`config.mk`:
```
export PLATFORM = sky130hd
export DESIGN_NAME = dmf_out_mux
export DESIGN_NICKNAME = d
export VERILOG_FILES = /design/src/rtl/dmf_pkg.sv /design/src/rtl/dmf_lat_pipe.sv /design/src/rtl/dmf_code_fmt.sv /design/src/rtl/dmf_mux_ctrl.sv /design/src/rtl/dmf_out_mux.sv
export SDC_FILE = /design/constraint.sdc
export NUM_CORES = 1
export LEC_CHECK = 0
export ABC_CLOCK_PERIOD_IN_PS = 1700
export BUFFER_PORTS_ARGS = -buffer_cell sky130_fd_sc_hd__buf_4
export CAP_MARGIN = 10
export CORE_UTILIZATION = 46
export CTS_CLUSTER_DIAMETER = 30
export DETAILED_ROUTE_END_ITERATION = 8
export GPL_TIMING_DRIVEN = 0
export REMOVE_ABC_BUFFERS = 1
export SLEW_MARGIN = 30
export SYNTH_ARGS = -nofsm -noshare
export SYNTH_HDL_FRONTEND = slang
export SYNTH_SLANG_ARGS = --single-unit
```
`constraint.sdc`:
```
create_clock -name clk -period 1.7 [get_ports clk]
set_input_delay 0.255 -clock clk [delete_from_list [all_inputs] [get_ports clk]]
set_output_delay 0.255 -clock clk [all_outputs]
set_load 0.02 [all_outputs]
```
`src/rtl/dmf_pkg.sv`:
```
package dmf_pkg;

    typedef enum logic [1:0] {
        ST_REFILL = 2'd0,
        ST_RUN    = 2'd1,
        ST_DOZE   = 2'd2,
        ST_PDOWN  = 2'd3
    } dmf_state_e;

endpackage

```
`src/rtl/dmf_lat_pipe.sv`:
```
module dmf_lat_pipe #(
    parameter int W     = 10,
    parameter int DEPTH = 11,
    parameter int TAP_A = 9,
    parameter int TAP_B = 10
) (
    input  logic         clk,
    input  logic         rst_n,
    input  logic         push,
    input  logic         flush,
    input  logic [W-1:0] in_a,
    input  logic [W-1:0] in_b,
    output logic         tap_a_vld,
    output logic [W-1:0] tap_a_code,
    output logic         tap_b_vld,
    output logic [W-1:0] tap_b_code
);

    logic [DEPTH-1:0] vld;
    logic [W-1:0]     sa [DEPTH];
    logic [W-1:0]     sb [DEPTH];

    for (genvar i = 0; i < DEPTH; i++) begin : g_stage
        if (i == 0) begin : g_head
            always_ff @(posedge clk) begin
                if (!rst_n || flush) vld[i] <= 1'b0;
                else                 vld[i] <= push;
                sa[i] <= in_a;
                sb[i] <= in_b;
            end
        end else begin : g_body
            always_ff @(posedge clk) begin
                if (!rst_n || flush) vld[i] <= 1'b0;
                else                 vld[i] <= vld[i-1];
                sa[i] <= sa[i-1];
                sb[i] <= sb[i-1];
            end
        end
    end

    assign tap_a_vld  = vld[TAP_A];
    assign tap_a_code = sa[TAP_A];
    assign tap_b_vld  = vld[TAP_B];
    assign tap_b_code = sb[TAP_B];

endmodule

```
`src/rtl/dmf_code_fmt.sv`:
```
module dmf_code_fmt #(
    parameter int W = 10
) (
    input  logic [W-1:0] code_in,
    input  logic         twos,
    output logic [W-1:0] code_out
);

    always_comb begin
        code_out        = code_in;
        code_out[W-1]   = code_in[W-1] ^ twos;
    end

endmodule

```
`src/rtl/dmf_mux_ctrl.sv`:
```
module dmf_mux_ctrl
    import dmf_pkg::*;
#(
    parameter int W = 10
) (
    input  logic         clk,
    input  logic         rst_n,
    input  logic         smp_phase,
    input  logic         sleep,
    input  logic         pwr_dn,
    input  logic         tap_a_vld,
    input  logic [W-1:0] word_a,
    input  logic         tap_b_vld,
    input  logic [W-1:0] word_b,
    output logic [W-1:0] bus_q,
    output logic         flag_q,
    output logic         valid_q,
    output dmf_state_e   state_q
);

    dmf_state_e state_d;
    logic       awake;
    logic       load_a;
    logic       load_b;

    assign awake  = (state_q == ST_RUN || state_q == ST_REFILL) && !sleep && !pwr_dn;
    assign load_a = awake && smp_phase && tap_a_vld;
    assign load_b = awake && !smp_phase && tap_b_vld;

    always_comb begin
        state_d = state_q;
        unique case (state_q)
            ST_RUN: begin
                if (pwr_dn)     state_d = ST_PDOWN;
                else if (sleep) state_d = ST_DOZE;
            end
            ST_REFILL: begin
                if (pwr_dn)      state_d = ST_PDOWN;
                else if (sleep)  state_d = ST_DOZE;
                else if (load_a) state_d = ST_RUN;
            end
            ST_DOZE, ST_PDOWN: begin
                if (pwr_dn)     state_d = ST_PDOWN;
                else if (sleep) state_d = ST_DOZE;
                else            state_d = ST_REFILL;
            end
            default: state_d = ST_REFILL;
        endcase
    end

    always_ff @(posedge clk) begin
        if (!rst_n) state_q <= ST_REFILL;
        else        state_q <= state_d;
    end

    always_ff @(posedge clk) begin
        if (!rst_n) begin
            bus_q   <= '0;
            flag_q  <= 1'b0;
            valid_q <= 1'b0;
        end else if (load_a) begin
            bus_q   <= word_a;
            flag_q  <= 1'b1;
            valid_q <= 1'b1;
        end else if (load_b) begin
            bus_q   <= word_b;
            flag_q  <= 1'b0;
            valid_q <= 1'b1;
        end else begin
            valid_q <= 1'b0;
        end
    end

endmodule

```
`src/rtl/dmf_out_mux.sv`:
```
module dmf_out_mux
    import dmf_pkg::*;
#(
    parameter int W         = 10,
    parameter int LAT_A_HLF = 10
) (
    input  logic         clk,
    input  logic         rst_n,
    input  logic         smp_phase,
    input  logic [W-1:0] chan_a_code,
    input  logic [W-1:0] chan_b_code,
    input  logic         twos_sel,
    input  logic         oe_n,
    input  logic         pwr_dn,
    input  logic         sleep,
    output logic [W-1:0] bus_data,
    output logic         bus_drv,
    output logic         chan_flag,
    output logic         out_valid
);

    localparam int LAT_B_HLF = LAT_A_HLF + 1;
    localparam int DEPTH     = LAT_B_HLF;

    logic         flush;
    logic         push;
    logic         tap_a_vld;
    logic         tap_b_vld;
    logic [W-1:0] tap_a_code;
    logic [W-1:0] tap_b_code;
    logic [W-1:0] word_a;
    logic [W-1:0] word_b;
    logic [W-1:0] bus_q;
    logic         flag_q;
    dmf_state_e   state_q;

    assign flush = sleep | pwr_dn;
    assign push  = smp_phase & ~flush;

    dmf_lat_pipe #(
        .W(W), .DEPTH(DEPTH), .TAP_A(LAT_A_HLF - 1), .TAP_B(LAT_B_HLF - 1)
    ) u_pipe (
        .clk(clk), .rst_n(rst_n), .push(push), .flush(flush),
        .in_a(chan_a_code), .in_b(chan_b_code),
        .tap_a_vld(tap_a_vld), .tap_a_code(tap_a_code),
        .tap_b_vld(tap_b_vld), .tap_b_code(tap_b_code)
    );

    dmf_code_fmt #(.W(W)) u_fmt_a (.code_in(tap_a_code), .twos(twos_sel), .code_out(word_a));
    dmf_code_fmt #(.W(W)) u_fmt_b (.code_in(tap_b_code), .twos(twos_sel), .code_out(word_b));

    dmf_mux_ctrl #(.W(W)) u_ctrl (
        .clk(clk), .rst_n(rst_n), .smp_phase(smp_phase),
        .sleep(sleep), .pwr_dn(pwr_dn),
        .tap_a_vld(tap_a_vld), .word_a(word_a),
        .tap_b_vld(tap_b_vld), .word_b(word_b),
        .bus_q(bus_q), .flag_q(flag_q), .valid_q(out_valid), .state_q(state_q)
    );

    assign bus_drv   = ~oe_n;
    assign bus_data  = bus_drv ? bus_q : '0;
    assign chan_flag = bus_drv & flag_q;

endmodule

```
### Yosys cells after proc, flatten, opt, wreduce, memory -nomap -nowiden

Memory sizes are Yosys's and may differ from the RTL's.
Index checks and enable logic that the tools add are counted.

| word-level totals | value |
|---|---|
| flip-flop bits (word level) | 25 |
| memories | 2 |
| logic and storage cells | 60 |
| memory bits (writable) | 220 |
| input port bits | 27 |

Memories:

| name | depth | bits a word | read ports | clocked after Yosys merged registers in | write ports | RTL line | RTL |
|---|---|---|---|---|---|---|---|
| u_pipe.sa | 11 | 10 | 10 | 0 | 11 | dmf_lat_pipe.sv:20 | `logic [W-1:0] sa [DEPTH];` |
| u_pipe.sb | 11 | 10 | 11 | 0 | 11 | dmf_lat_pipe.sv:21 | `logic [W-1:0] sb [DEPTH];` |

| operators by class | value |
|---|---|
| reduce and logical (&&, ||, !) cells | 16 |
| bitwise logic cells | 7 |
| muxes and demuxes | 15 |
| equality and inequality tests | 5 |

Operators with widths:

| cell | number |
|---|---|
| 10-bit two-way mux | 3 |
| 2-bit two-way mux | 7 |
| 1-bit logical AND | 6 |
| 2-bit case mux with 3 select lines | 1 |
| 2-bit == test, second input constant | 2 |
| 1-bit zero test | 4 |
| 1-bit two-way mux | 4 |
| 4-bit by 3-bit != test with 1-bit output, second input constant | 1 |
| 3-bit != test, second input constant | 1 |
| 1-bit AND | 2 |
| 2-bit by 1-bit == test with 1-bit output, second input constant | 1 |
| 2-bit zero test | 1 |
| 1-bit logical OR | 2 |
| 1-bit inverter | 2 |
| 2-bit AND reduction | 1 |
| 2-bit nonzero test | 1 |
| 2-bit OR reduction | 1 |
| 1-bit XOR | 2 |
| 1-bit OR | 1 |

### Longest topological paths before layout

Gate-level depths: netlist (run 1).

| logic depth | value |
|---|---|
| depth in word-level cells | 10 |
| gate-level depth with buffers | 5 |

### Modules after synthesis

Synthesis (run 1) repeated with hierarchy kept, for this count alone.

| second synthesis, totals | value |
|---|---|
| cells, all modules | 336 |
| area total of the unflattened synthesis | 5506.5 sq um |

Modules (own cells, without submodules):

| module | cells an instance | area each (sq um) | instances |
|---|---|---|---|
| dmf_lat_pipe | 234 | 4538.1 | 1 |
| dmf_mux_ctrl | 67 | 680.7 | 1 |
| dmf_code_fmt | 10 | 76.3 | 2 |
| dmf_out_mux | 15 | 135.1 | 1 |

### Worst setup path before layout (run 1)

No wires, ideal clock.

| timing path | value |
|---|---|
| path type | register -> register |
| from | register u_ctrl.state_q[1] |
| to | register u_ctrl.bus_q[3] |
| stages on the path, launching flop included | 6 |
| arrival time | 1.141 ns |
| buffers on the path | 2 |
| required time | 1.565 ns |
| clock period less this slack | 1.276 ns |
| path slack | 0.424 ns |
| path through | dfxtp_1 > or3_1 > buf_6 > buf_8 > nor3_1 > a311oi_1 |

| on the way | value |
|---|---|
| cells in the longest elaborated chain, start to end | 7 |
| elaborated cells between the ends (all ways) | 11 |
| classes of those cells | eq/ne (1); mux (1); reduce/logical (9) |

Ends and longest elaborated chain:

| element | RTL line | RTL |
|---|---|---|
| start: declaration | dmf_mux_ctrl.sv:18 | `output dmf_state_e state_q` |
| start signal: assignment | dmf_mux_ctrl.sv:53 | `else state_q <= state_d;` |
| 2-bit by 1-bit == test with 1-bit output or 2-bit zero test (tied branches) | dmf_mux_ctrl.sv:26 | `assign awake = (state_q == ST_RUN \|\| state_q == ST_REFILL) && !sleep && !pwr_dn;` |
| 1-bit logical OR (*) | dmf_mux_ctrl.sv:26 |  |
| 1-bit logical AND (*) (2 in series) | dmf_mux_ctrl.sv:26 |  |
| 1-bit logical AND, on equally long branches (2 in series) | dmf_mux_ctrl.sv:27, dmf_mux_ctrl.sv:28 |  |
| 10-bit two-way mux or 2-bit nonzero test (tied branches) | - |  |
| end signal: assignment | dmf_mux_ctrl.sv:62 | `bus_q <= word_a;` |
| end signal: assignment | dmf_mux_ctrl.sv:66 | `bus_q <= word_b;` |
| end: declaration | dmf_mux_ctrl.sv:15 | `output logic [W-1:0] bus_q,` |

Mark *: on every way between the ends. The rest lies on a longest branch, timed or not.
A chain may end at the register's enable or synchronous reset.

### Final worst setup path (run 1)

| timing path | value |
|---|---|
| from | register u_ctrl.state_q[1] |
| to | register u_ctrl.bus_q[5] |

Same word-level chain as after synthesis.

==> results of run 1 <==
[power by group through the flow]
| stage | clock network, mW | registers, mW | logic, mW |
|---|---|---|---|
| after floorplan | 0 | 5.91 | 0.0239 |
| after global placement | 0 | 5.92 | 0.0859 |
| after CTS | 6.33 | 5.81 | 0.124 |
| after global routing | 6.60 | 5.83 | 0.136 |
| after detailed placement | 0 | 5.93 | 0.0875 |
| final | 6.17 | 5.81 | 0.125 |
[final cells by class]
class / count / share of cell area, %
clock buffer: 36 / 11.8
sequential: 234 / 68.1
timing repair buffer: 59 / 7.17
clock inverter: 18 / 3.20
inverter: 2 / 0.109
multi-input combinational: 77 / 7.01
tap: 140 / 2.55
[through the flow]
stage	setup slack, ns	total power [mW]	util (%)	TNS, ns	hold slack [ns]
finish	0.210	12.1	62.9	0	0.0674
global route	0.0799	12.6	62.9	0	0.0668
CTS	0.0238	12.3	62.8	0	0.0596
detailed placement	-0.0150	6.01	51.5	-0.0314	0.312
global placement	0.0178	6.00	51.5	0	0.310
floorplan	0.368	5.93	-	0	0.283
[worst paths after layout]
path | startpoint | to | cells past startpoint
hold / removal | rst_n | u_pipe.tap_b_vld | 2
setup reg to reg | u_ctrl.state_q[1] | u_ctrl.bus_q[5] | 3
setup / recovery | u_ctrl.state_q[1] | u_ctrl.bus_q[5] | 3
hold reg to reg | u_pipe.sa[3][6] | u_pipe.sa[4][6] | 0
[cells in the mapped netlist (all sizes together)]
library cell / count
nand2: 2
a21oi: 2
a311oi: 6
a2bb2oi: 1
nand4: 2
dfxtp: 234
nor3: 8
xor2: 1
nor2b: 12
buf: 4
mux2i: 1
and3: 12
and3b: 1
a31oi: 2
or3: 1
o32ai: 1
nor2: 3
nand3: 9
o21ai: 11
clkbuf: 5
inv: 2
xnor2: 1
nand2b: 1
[cells in the final DEF (no fill, tap or decap), types with 3 or more instances in the layout]
master and instances:
clkinv_2 5, dlygate4sd3_1 20, clkbuf_16 29, and3_1 12, a311oi_1 6, nor2_1 3, nand3_1 9, dfxtp_1 234
o21ai_1 7, nor3_1 7, clkinvlp_4 5, buf_4 39, clkbuf_8 6, inv_6 3, nor2b_1 12, o21ai_0 4
bufinv_16 4
[layer usage]
metal  wire (µm)  up-vias  GRT usage [%]  part of all wire, %
met4         236        0           7.24                  4.2
met5           0        -              0                    0
li1            -     1218              -                    -
met2        2650       61           17.0                   47
met3         329       23           3.25                  5.8
met1        2410     1060           11.1                   43
[kinds of logic after synthesis]
group / count (synthesis) / share of synthesized area (%)
multiplexers: 1 / 0.192
buffers and inverters: 11 / 1.22
AND/OR/NAND/NOR: 51 / 5.60
AO/OA/AOI/OAI: 23 / 2.97
flip-flops: 234 / 89.7
XOR/XNOR: 2 / 0.335
[state kept, by name, indices dropped and copies added, names as in the netlist]
name              flops
u_ctrl.bus_q         10
u_ctrl.flag_q         1
u_ctrl.state_q        1
u_ctrl.valid_q        1
u_pipe.sa           100
u_pipe.sb           110
u_pipe.tap_a_vld      1
u_pipe.tap_b_vld      1
u_pipe.vld            9
[timing repair]
| item | CTS | global route |
|---|---|---|
| gates resized for setup | 0 | 1 |
| hold endpoints to repair | 20 | 0 |
| setup endpoints to repair | 0 | 6 |
| hold buffers | 20 | 0 |
==> key figures, run 1 <==
Outcome
  • Status: complete, no violations

Timing
  • Setup-failing EPs final: 0
  • Peak Freq: 671 MHz
  • RSZ-0062 raised after global routing: no
  • Max-slew violations: 0
  • Layout Skew: around 0.0045 ns
  • Slew headroom: between 50 and 60%
  • Hold Vio Cnt, Final: 0
  • Crit path time final: 1.49 ns
  • Worst Tran Pin Value: ~0.67 ns
  • Post-route clock period utilization: 87.7%

Power and ir drop
  • Max rail drop VDD: 852 µV
  • P_sw: between 2 and 2.5 mW
  • Static Leak: between 2 and 3 nW
  • Combinational share of power: approximately 1%
  • Flop pwr share: between 40 and 50%
  • Switching share of power: 18.7%
  • Cell Pwr Density: 1760 mW/mm²
  • Pint: 9.85 mW
  • Clock power frac: 51.0%

CTS
  • CTS sink cnt: around 230
  • Clock buffer depth: 3
  • Worst skew pair latency: 0.51 ns
  • CTS tree: built
  • CTS root buf: clkbuf_16
  • Setup Fix Bufs, Post-CTS: 0
  • Clock buffer count from CTS: 29
  • H-tree lvl count: 1
  • Clock slew at reported path FFs: roughly 0.050 ns

Global routing
  • Initial antenna violation count: 0
  • Global-route wire length before repair: between 9000 and 10000 µm
  • Global-route usage over all layers: approximately a tenth
  • Vias in the first global route: between 2000 and 2500
  • Congestion Overflow GR: 0
  • Largest net degree at the start of global routing: 20

Logic synthesis
  • Cell Area, Synth: between 0.005 and 0.006 mm²
  • Synth unique cells: 28
  • Yosys warning count: 0
  • Seq/Total Area, Yosys: approximately 90%
  • Top cells by area, synth: dfxtp_1 90%, and3_1 1.4%, nor2b_1 1.4%
  • Yosys top cell area share: between 80% and 90%
  • Yosys top cell by area: dfxtp_1
  • Avg Inst Size Synth: 16.2 µm²
  • Cells after Synth: around 320
  • #FFs+latches synth: 234

Floorplan
  • Full die area: ~0.012 mm²
  • Height of the die: around 110 µm
  • Die Wd: 109 µm
  • Initial core utilization: 47.8%
  • Row Count: 38
  • Top Ports: 40
  • Placeable Area: roughly 0.011 mm²

Routing
  • Mean number of vias per cell: ~4.2
  • Total Wirelength: roughly 5600 µm
  • DRT Pass-1 Iters: 4
  • Routed WL per cell: 9.95 µm
  • Final antenna-violating net count: 0
  • Initial DRC count: 94
  • Via Count: ~2400
  • Number of remaining DRC errors: 0

Worst setup path
  • Critical Path Start Type: register
  • Max incr delay on CP: about 0.64 ns
  • Critical path, cell by cell: or3_1, o21ai_0, a311oi_1
  • CP Capture Type: register
  • R2r setup slk: roughly 0.21 ns
  • Req. time, crit path: 2.07 ns
  • Cell family with most CP delay: simple AND/OR/NAND/NOR gates
  • CP max-delay cell: or3_1
  • Worst Path Max Fanout: 19
  • Critical path class: reg -> reg
  • Crit path arrival time: approximately 1.9 ns
  • Buf+Inv Stages, Crit Path: 0

Layout
  • P&R area growth vs syn: 31.6%
  • Fill count: just over 800
  • Post-layout nets: 430
  • Reg area: 0.00468 mm²
  • Area occupied by multi-input gates: 482 µm²
  • Fin cells: between 500 and 600
  • # diodes: 0
  • Layout cells sized above 1: approximately 22%
  • Final instance area: 0.00687 mm²

Min path
  • Hold WC Path Type: in -> reg

Run
  • MaxCap Viol Count: 0

Placed design
  • Dpl cell area: roughly 0.0056 mm²
  • HPWL after DPL: roughly 2800 µm
  • Placed cell count: between 400 and 500
  • Final GP Congestion: 0.763
  • Buffers on Ports: 39
Power figures use the tool's default switching activity.
==> run 2: changes to the inputs <==
--- a/config.mk
+++ b/config.mk
@@ -5,7 +5,7 @@
 export SDC_FILE = /design/constraint.sdc
 export NUM_CORES = 1
 export LEC_CHECK = 0
-export ABC_CLOCK_PERIOD_IN_PS = 1700
+export ABC_CLOCK_PERIOD_IN_PS = 1400
 export BUFFER_PORTS_ARGS = -buffer_cell sky130_fd_sc_hd__buf_4
 export CAP_MARGIN = 10
 export CORE_UTILIZATION = 46
==> constraint.sdc (replaced) <==
create_clock -name clk -period 1.4 [get_ports clk]
set_input_delay 0.21 -clock clk [delete_from_list [all_inputs] [get_ports clk]]
set_output_delay 0.21 -clock clk [all_outputs]
set_load 0.02 [all_outputs]
==> key figures, run 2 (synthesis results as in run 1) <==
Outcome
  • Status: complete, no violations (unchanged)

Layout
  • Post-layout nets: 433 (was 430)
  • Max FFs per register: 110 (unchanged)
  • Most common cell after layout, fill and taps aside: dfxtp_1 (unchanged)
  • Commonest cells after routing, fill and taps aside: 234 x dfxtp_1, 42 x buf_4, 29 x clkbuf_16, 20 x dlygate4sd3_1, 12 x and3_1 (was 234 x dfxtp_1, 39 x buf_4, 29 x clkbuf_16, 20 x dlygate4sd3_1)
  • Final instance area: 0.00691 mm² (was 0.00687 mm²)
  • Regs by FF count: u_pipe.sb: 110 flops, u_pipe.sa: 100 flops, u_ctrl.bus_q: 10 flops (unchanged)
  • # diodes: 0 (unchanged)
  • Largest Register: u_pipe.sb (unchanged)
  • Fin util: 63.2% (was 62.9%)
  • P&R area growth vs syn: 32.2% (was 31.6%)
  • Layout cells sized above 1: 23.3% (was 22.1%)

Timing
  • Max-slew violations: 0 (unchanged)
  • Post-route clock period utilization: 95.2%
  • Worst Tran Pin Value: 0.565 ns (was 0.671 ns)
  • Crit path time final: 1.33 ns
  • Slew headroom: 62.2% (was 55.2%)
  • Setup-failing EPs final: 0 (unchanged)
  • Hold Vio Cnt, Final: 0 (unchanged)
  • Peak Freq: around 750 MHz
  • Layout Skew: 0.00446 ns (unchanged)
  • RSZ-0062 raised after global routing: no (unchanged)

Power and ir drop
  • Cell Pwr Density: 2130 mW/mm² (was 1760 mW/mm²)
  • Static Leak: 2.93 nW (was 2.91 nW)
  • Max rail drop VDD: 1040 µV (was 852 µV)

Worst setup path
  • Max incr delay on CP: 0.33 ns (was 0.64 ns)
  • CP max-delay cell: dfxtp_1 (was or3_1)
  • Req. time, crit path: 1.19 ns (was 2.07 ns)
  • Critical path class: reg -> out (was reg -> reg)
  • Worst Path Max Fanout: 2 (was 19)
  • CP Capture Type: output pin (was register)
  • Critical Path Start Type: register (unchanged)
  • Critical path, cell by cell: nor2b_1, buf_4 (was or3_1, o21ai_0, a311oi_1)
  • Crit path arrival time: 1.12 ns (was 1.86 ns)

Routing
  • Routed WL per cell: 9.99 µm (was 9.95 µm)
  • DRT Pass-1 Iters: 4 (unchanged)
  • Initial DRC count: 68 (was 94)
  • Via Count: 2388 (was 2362)
  • Final antenna-violating net count: 0 (unchanged)
  • Mean number of vias per cell: 4.20 (was 4.17)
  • Number of remaining DRC errors: 0 (unchanged)
  • Total Wirelength: 5680 µm (was 5630 µm)

Placed design
  • Dpl cell area: 0.00564 mm² (unchanged)
  • Buffers on Ports: 39 (unchanged)
  • Final GP Congestion: 0.763 (unchanged)
  • HPWL after DPL: 2840 µm (unchanged)

Floorplan
  • Initial core utilization: 47.8% (unchanged)
  • Row Count: 38 (unchanged)
  • Full die area: 0.0118 mm² (unchanged)
  • Die Wd: 109 µm (unchanged)
  • Top Ports: 40 (unchanged)
  • Placeable Area: 0.0109 mm² (unchanged)
  • Height of the die: 109 µm (unchanged)

Global routing
  • Global-route usage over all layers: 10.2% (was 10.3%)
  • Largest net degree at the start of global routing: 20 (unchanged)
  • Global-route wire length before repair: 9530 µm (was 9550 µm)
  • Vias in the first global route: 2293 (was 2292)
  • Initial antenna violation count: 0 (unchanged)
  • Congestion Overflow GR: 0 (unchanged)

CTS
  • CTS root buf: clkbuf_16 (unchanged)
  • Clock buffer depth: 3 (unchanged)
  • Clock slew at reported path FFs: 0.05 ns (about the same)
  • CTS sink cnt: 234 (unchanged)
  • CTS tree: built (unchanged)
  • Clock buffer count from CTS: 29 (unchanged)
  • H-tree lvl count: 1 (unchanged)
  • Worst skew pair latency: 0.51 ns (about the same)

Min path
  • Hold WC Path Type: in -> reg (unchanged)

Run
  • MaxCap Viol Count: 0 (unchanged)
[run 2: changes by cell type in the layout (fill, tap and decap cells not counted)]
cell	previous run	this run
buf_4	39	42
nor2b_2	0	2
nor2b_1	12	10
or3_1	1	0
or3_4	0	1
[run 2: where the power goes]
part	switching (mW)	leakage, nW	internal (mW)
Combinational	0.0602	0.462	0.101
Clock	2.62	0.498	4.87
Sequential	0.0652	1.97	6.99
[run 2: cell type report]
cell class                      instances  area, µm²
Sequential cell                       234       4680
Clock inverter                         18        220
Timing Repair Buffer                   62        515
Fill cell                             810       4030
Inverter                                2       7.51
Tap cell                              140        175
Clock buffer                           36        812
Multi-Input combinational cell         77        492
[run 2: timing repair]
action | in CTS | in global routing
pin swaps | 1 | 1
endpoints found under the setup margin | 9 | 7
setup buffers | 0 | 3
resized for setup | 3 | 1
hold buffers | 20 | 0
endpoints found under the hold margin | 20 | 0
[run 2: stage by stage]
| stage | total power, mW | setup TNS [ns] | cells | hold slack, ns | setup slack [ns] |
|---|---|---|---|---|---|
| after floorplan | 7.20 | 0 | 313 | 0.238 | 0.0681 |
| after global placement | 7.29 | -1.55 | 492 | 0.310 | -0.237 |
| after detailed placement | 7.30 | -1.74 | 492 | 0.312 | -0.270 |
| after CTS | 14.9 | 0 | 566 | 0.0146 | 0.00298 |
| after global routing | 15.3 | 0 | 569 | 0.0234 | 0.000898 |
| final | 14.7 | 0 | 569 | 0.0201 | 0.0671 |
[run 2: critical path: cells and delay by family, from the launching register on]
family / cells / cell delay (ns)
and+or+nand+nor: 1 / 0.14
buffers and inverters: 1 / 0.15
DFF: 1 / 0.33
[run 2: path summary, 6_finish.rpt]
check                    startpoint         endpoint  slack [ns]  cells past startpoint
setup / recovery    u_ctrl.bus_q[1]      bus_data[1]        0.07                      2
hold / removal                rst_n    u_pipe.vld[6]        0.02                      2
setup reg to reg  u_ctrl.state_q[1]  u_ctrl.bus_q[5]        0.12                      4
hold reg to reg     u_pipe.sa[3][6]  u_pipe.sa[4][6]        0.32                      0
[run 2: metal layers]
layer	vias up	part of all wire [%]	GRT usage [%]
met2	66	47	16.9
met4	0	4.1	7.24
met1	1075	43	11.1
met3	23	6.0	3.25
li1	1224	-	-
met5	-	0	0
==> run 3: changes to the inputs <==
--- a/config.mk
+++ b/config.mk
@@ -8,6 +8,7 @@
 export ABC_CLOCK_PERIOD_IN_PS = 1400
 export BUFFER_PORTS_ARGS = -buffer_cell sky130_fd_sc_hd__buf_4
 export CAP_MARGIN = 10
+export CORE_ASPECT_RATIO = 0.75
 export CORE_UTILIZATION = 46
 export CTS_CLUSTER_DIAMETER = 30
 export DETAILED_ROUTE_END_ITERATION = 8
==> key figures, run 3 (synthesis results as in run 1) <==
Power and ir drop
  • Pint: 10.8 mW (was 12.0 mW)
  • Clock power frac: 46.2% (was 51.0%)
  • Flop pwr share: 52.6% (was 47.9%)
  • Combinational share of power: 1.2% (was 1.1%)
  • Max rail drop VDD: 1110 µV (was 1040 µV)
  • Total power draw: 13.4 mW (was 14.7 mW)
  • P_sw: 2.56 mW (was 2.75 mW)
  • Switching share of power: 19.2% (was 18.7%)
  • Static Leak: 2.82 nW (was 2.93 nW)
  • Cell Pwr Density: 2010 mW/mm² (was 2130 mW/mm²)

Floorplan
  • Placeable Area: 0.0110 mm² (was 0.0109 mm²)
  • Row Count: 33 (was 38)
  • Height of the die: 94.3 µm (was 109 µm)
  • Die Wd: 125 µm (was 109 µm)
  • Initial core utilization: 47.6% (was 47.8%)
  • Top Ports: 40 (unchanged)
  • Full die area: 0.0118 mm² (about the same)

Placed design
  • Buffers on Ports: 39 (unchanged)
  • Placed cell count: 492 (unchanged)
  • Dpl cell area: 0.00564 mm² (unchanged)
  • HPWL after DPL: 2920 µm (was 2840 µm)
  • Final GP Congestion: 0.775 (was 0.763)

Run
  • MaxCap Viol Count: 0 (unchanged)

Routing
  • Initial DRC count: 120 (was 68)
  • DRT Pass-1 Iters: 6 (was 4)
  • Mean number of vias per cell: 4.15 (was 4.20)
  • Via Count: 2309 (was 2388)
  • Number of remaining DRC errors: 10 (was 0)
  • Final antenna-violating net count: 0 (unchanged)
  • Routed WL per cell: 9.83 µm (was 9.99 µm)
  • Total Wirelength: 5470 µm (was 5680 µm)

Timing
  • Setup-failing EPs final: 0 (unchanged)
  • Hold Vio Cnt, Final: 0 (unchanged)
  • Layout Skew: 0.00977 ns (was 0.00446 ns)
  • Slew headroom: 60.1% (was 62.2%)
  • Peak Freq: 752 MHz (was 750 MHz)
  • Post-route clock period utilization: 95.0% (was 95.2%)
  • Min Hold Slack: 0.0458 ns (was 0.0201 ns)
  • Max-slew violations: 0 (unchanged)
  • RSZ-0062 raised after global routing: yes (was no)
  • Setup TNS: 0 ns (unchanged)
  • Crit path time final: 1.33 ns (about the same)
  • Worst Tran Pin Value: 0.596 ns (was 0.565 ns)

Worst setup path
  • CP Capture Type: output pin (unchanged)
  • Crit path arrival time: 1.12 ns (about the same)
  • Req. time, crit path: 1.19 ns (about the same)
  • Critical path class: reg -> out (unchanged)
  • Worst Path Max Fanout: 2 (unchanged)
  • Critical Path Start Type: register (unchanged)

CTS
  • H-tree lvl count: 1 (unchanged)
  • Clock slew at reported path FFs: 0.06 ns (was 0.05 ns)
  • CTS tree: built (unchanged)
  • CTS sink cnt: 234 (unchanged)
  • CTS root buf: clkbuf_16 (unchanged)
  • Clock buffer depth: 3 (unchanged)
  • Worst skew pair latency: 0.49 ns (was 0.51 ns)
  • Clock buffer count from CTS: 25 (was 29)

Global routing
  • Global-route usage over all layers: 10.1% (was 10.2%)
  • Largest net degree at the start of global routing: 20 (unchanged)
  • Global-route wire length before repair: 9530 µm (unchanged)
  • Vias in the first global route: 2214 (was 2293)
  • Congestion Overflow GR: 0 (unchanged)
  • Initial antenna violation count: 0 (unchanged)

Layout
  • Commonest cells after routing, fill and taps aside: 234 x dfxtp_1, 40 x buf_4, 25 x clkbuf_16, 20 x dlygate4sd3_1, 12 x and3_1 (was 234 x dfxtp_1, 42 x buf_4, 29 x clkbuf_16, 20 x dlygate4sd3_1, 12 x and3_1)
  • Final instance area: 0.00667 mm² (was 0.00691 mm²)
  • Max FFs per register: 110 (unchanged)
  • Fin cells: 556 (was 569)
  • Largest Register: u_pipe.sb (unchanged)
  • Layout cells sized above 1: 20.7% (was 23.3%)
  • # diodes: 0 (unchanged)
  • Most common cell after layout, fill and taps aside: dfxtp_1 (unchanged)
  • Post-layout nets: 427 (was 433)
  • P&R area growth vs syn: 27.6% (was 32.2%)
  • Regs by FF count: u_pipe.sb: 110 flops, u_pipe.sa: 100 flops, u_ctrl.bus_q: 10 flops (unchanged)

Min path
  • Hold WC Path Type: in -> reg (unchanged)

Outcome
  • Status: finished, violations left (was complete, no violations)
  • Failing checks: design-rule violations
==> run 3: cell type report <==
| cell class | instances | area [µm²] |
|---|---|---|
| Timing Repair Buffer | 60 | 500 |
| Tap cell | 140 | 175 |
| Clock buffer | 28 | 647 |
| Fill cell | 835 | 4320 |
| Inverter | 2 | 7.51 |
| Multi-Input combinational cell | 77 | 492 |
| Clock inverter | 15 | 161 |
| Sequential cell | 234 | 4680 |
==> run 3: what timing repair did <==
| action | in CTS | in global routing |
|---|---|---|
| setup buffers | 1 | 0 |
| endpoints found under the setup margin | 8 | 2 |
| gates resized for setup | 3 | 2 |
| endpoints found under the hold margin | 20 | 0 |
| pin swaps | 1 | 0 |
| hold buffers | 20 | 0 |
==> run 3: critical path, stage by stage, from the launching register on <==
cell,delay [ns]
dfxtp_1,0.34
nor2b_1,0.14
buf_4,0.15
==> run 3: routing by layer <==
metal / GRT usage, % / share of wire [%] / up-vias
li1: - / - / 1212
met1: 12.2 / 49 / 1023
met2: 15.5 / 41 / 58
met3: 4.33 / 7.6 / 16
met4: 5.39 / 2.3 / 0
met5: 0 / 0 / -
==> run 3: power groups by stage <==
| stage | clock network (mW) | registers, mW | logic, mW |
|---|---|---|---|
| floorplan | 0 | 7.17 | 0.0290 |
| global placement | 0 | 7.19 | 0.103 |
| detailed placement | 0 | 7.20 | 0.107 |
| CTS | 6.37 | 7.05 | 0.157 |
| global route | 6.69 | 7.08 | 0.171 |
| finish | 6.19 | 7.05 | 0.157 |
==> run 3: path summary, 6_finish.rpt <==
kind	from	endpoint	slack (ns)	cells past startpoint
worst min-delay path	rst_n	u_pipe.vld[5]	0.05	2
worst max-delay path	u_ctrl.bus_q[4]	bus_data[4]	0.07	2
worst max register to register	u_ctrl.state_q[1]	u_ctrl.bus_q[5]	0.07	3
worst min register to register	u_pipe.sb[4][0]	u_pipe.sb[5][0]	0.32	0
==> run 3: stage by stage <==
step	worst slack (ns)	utilization [%]
2_1_floorplan	0.0681	-
3_3_place_gp	-0.256	51.3
3_5_place_dp	-0.326	51.3
4_1_cts	0.0429	60.7
5_1_grt	-0.00225	60.7
6_report	0.0706	60.7
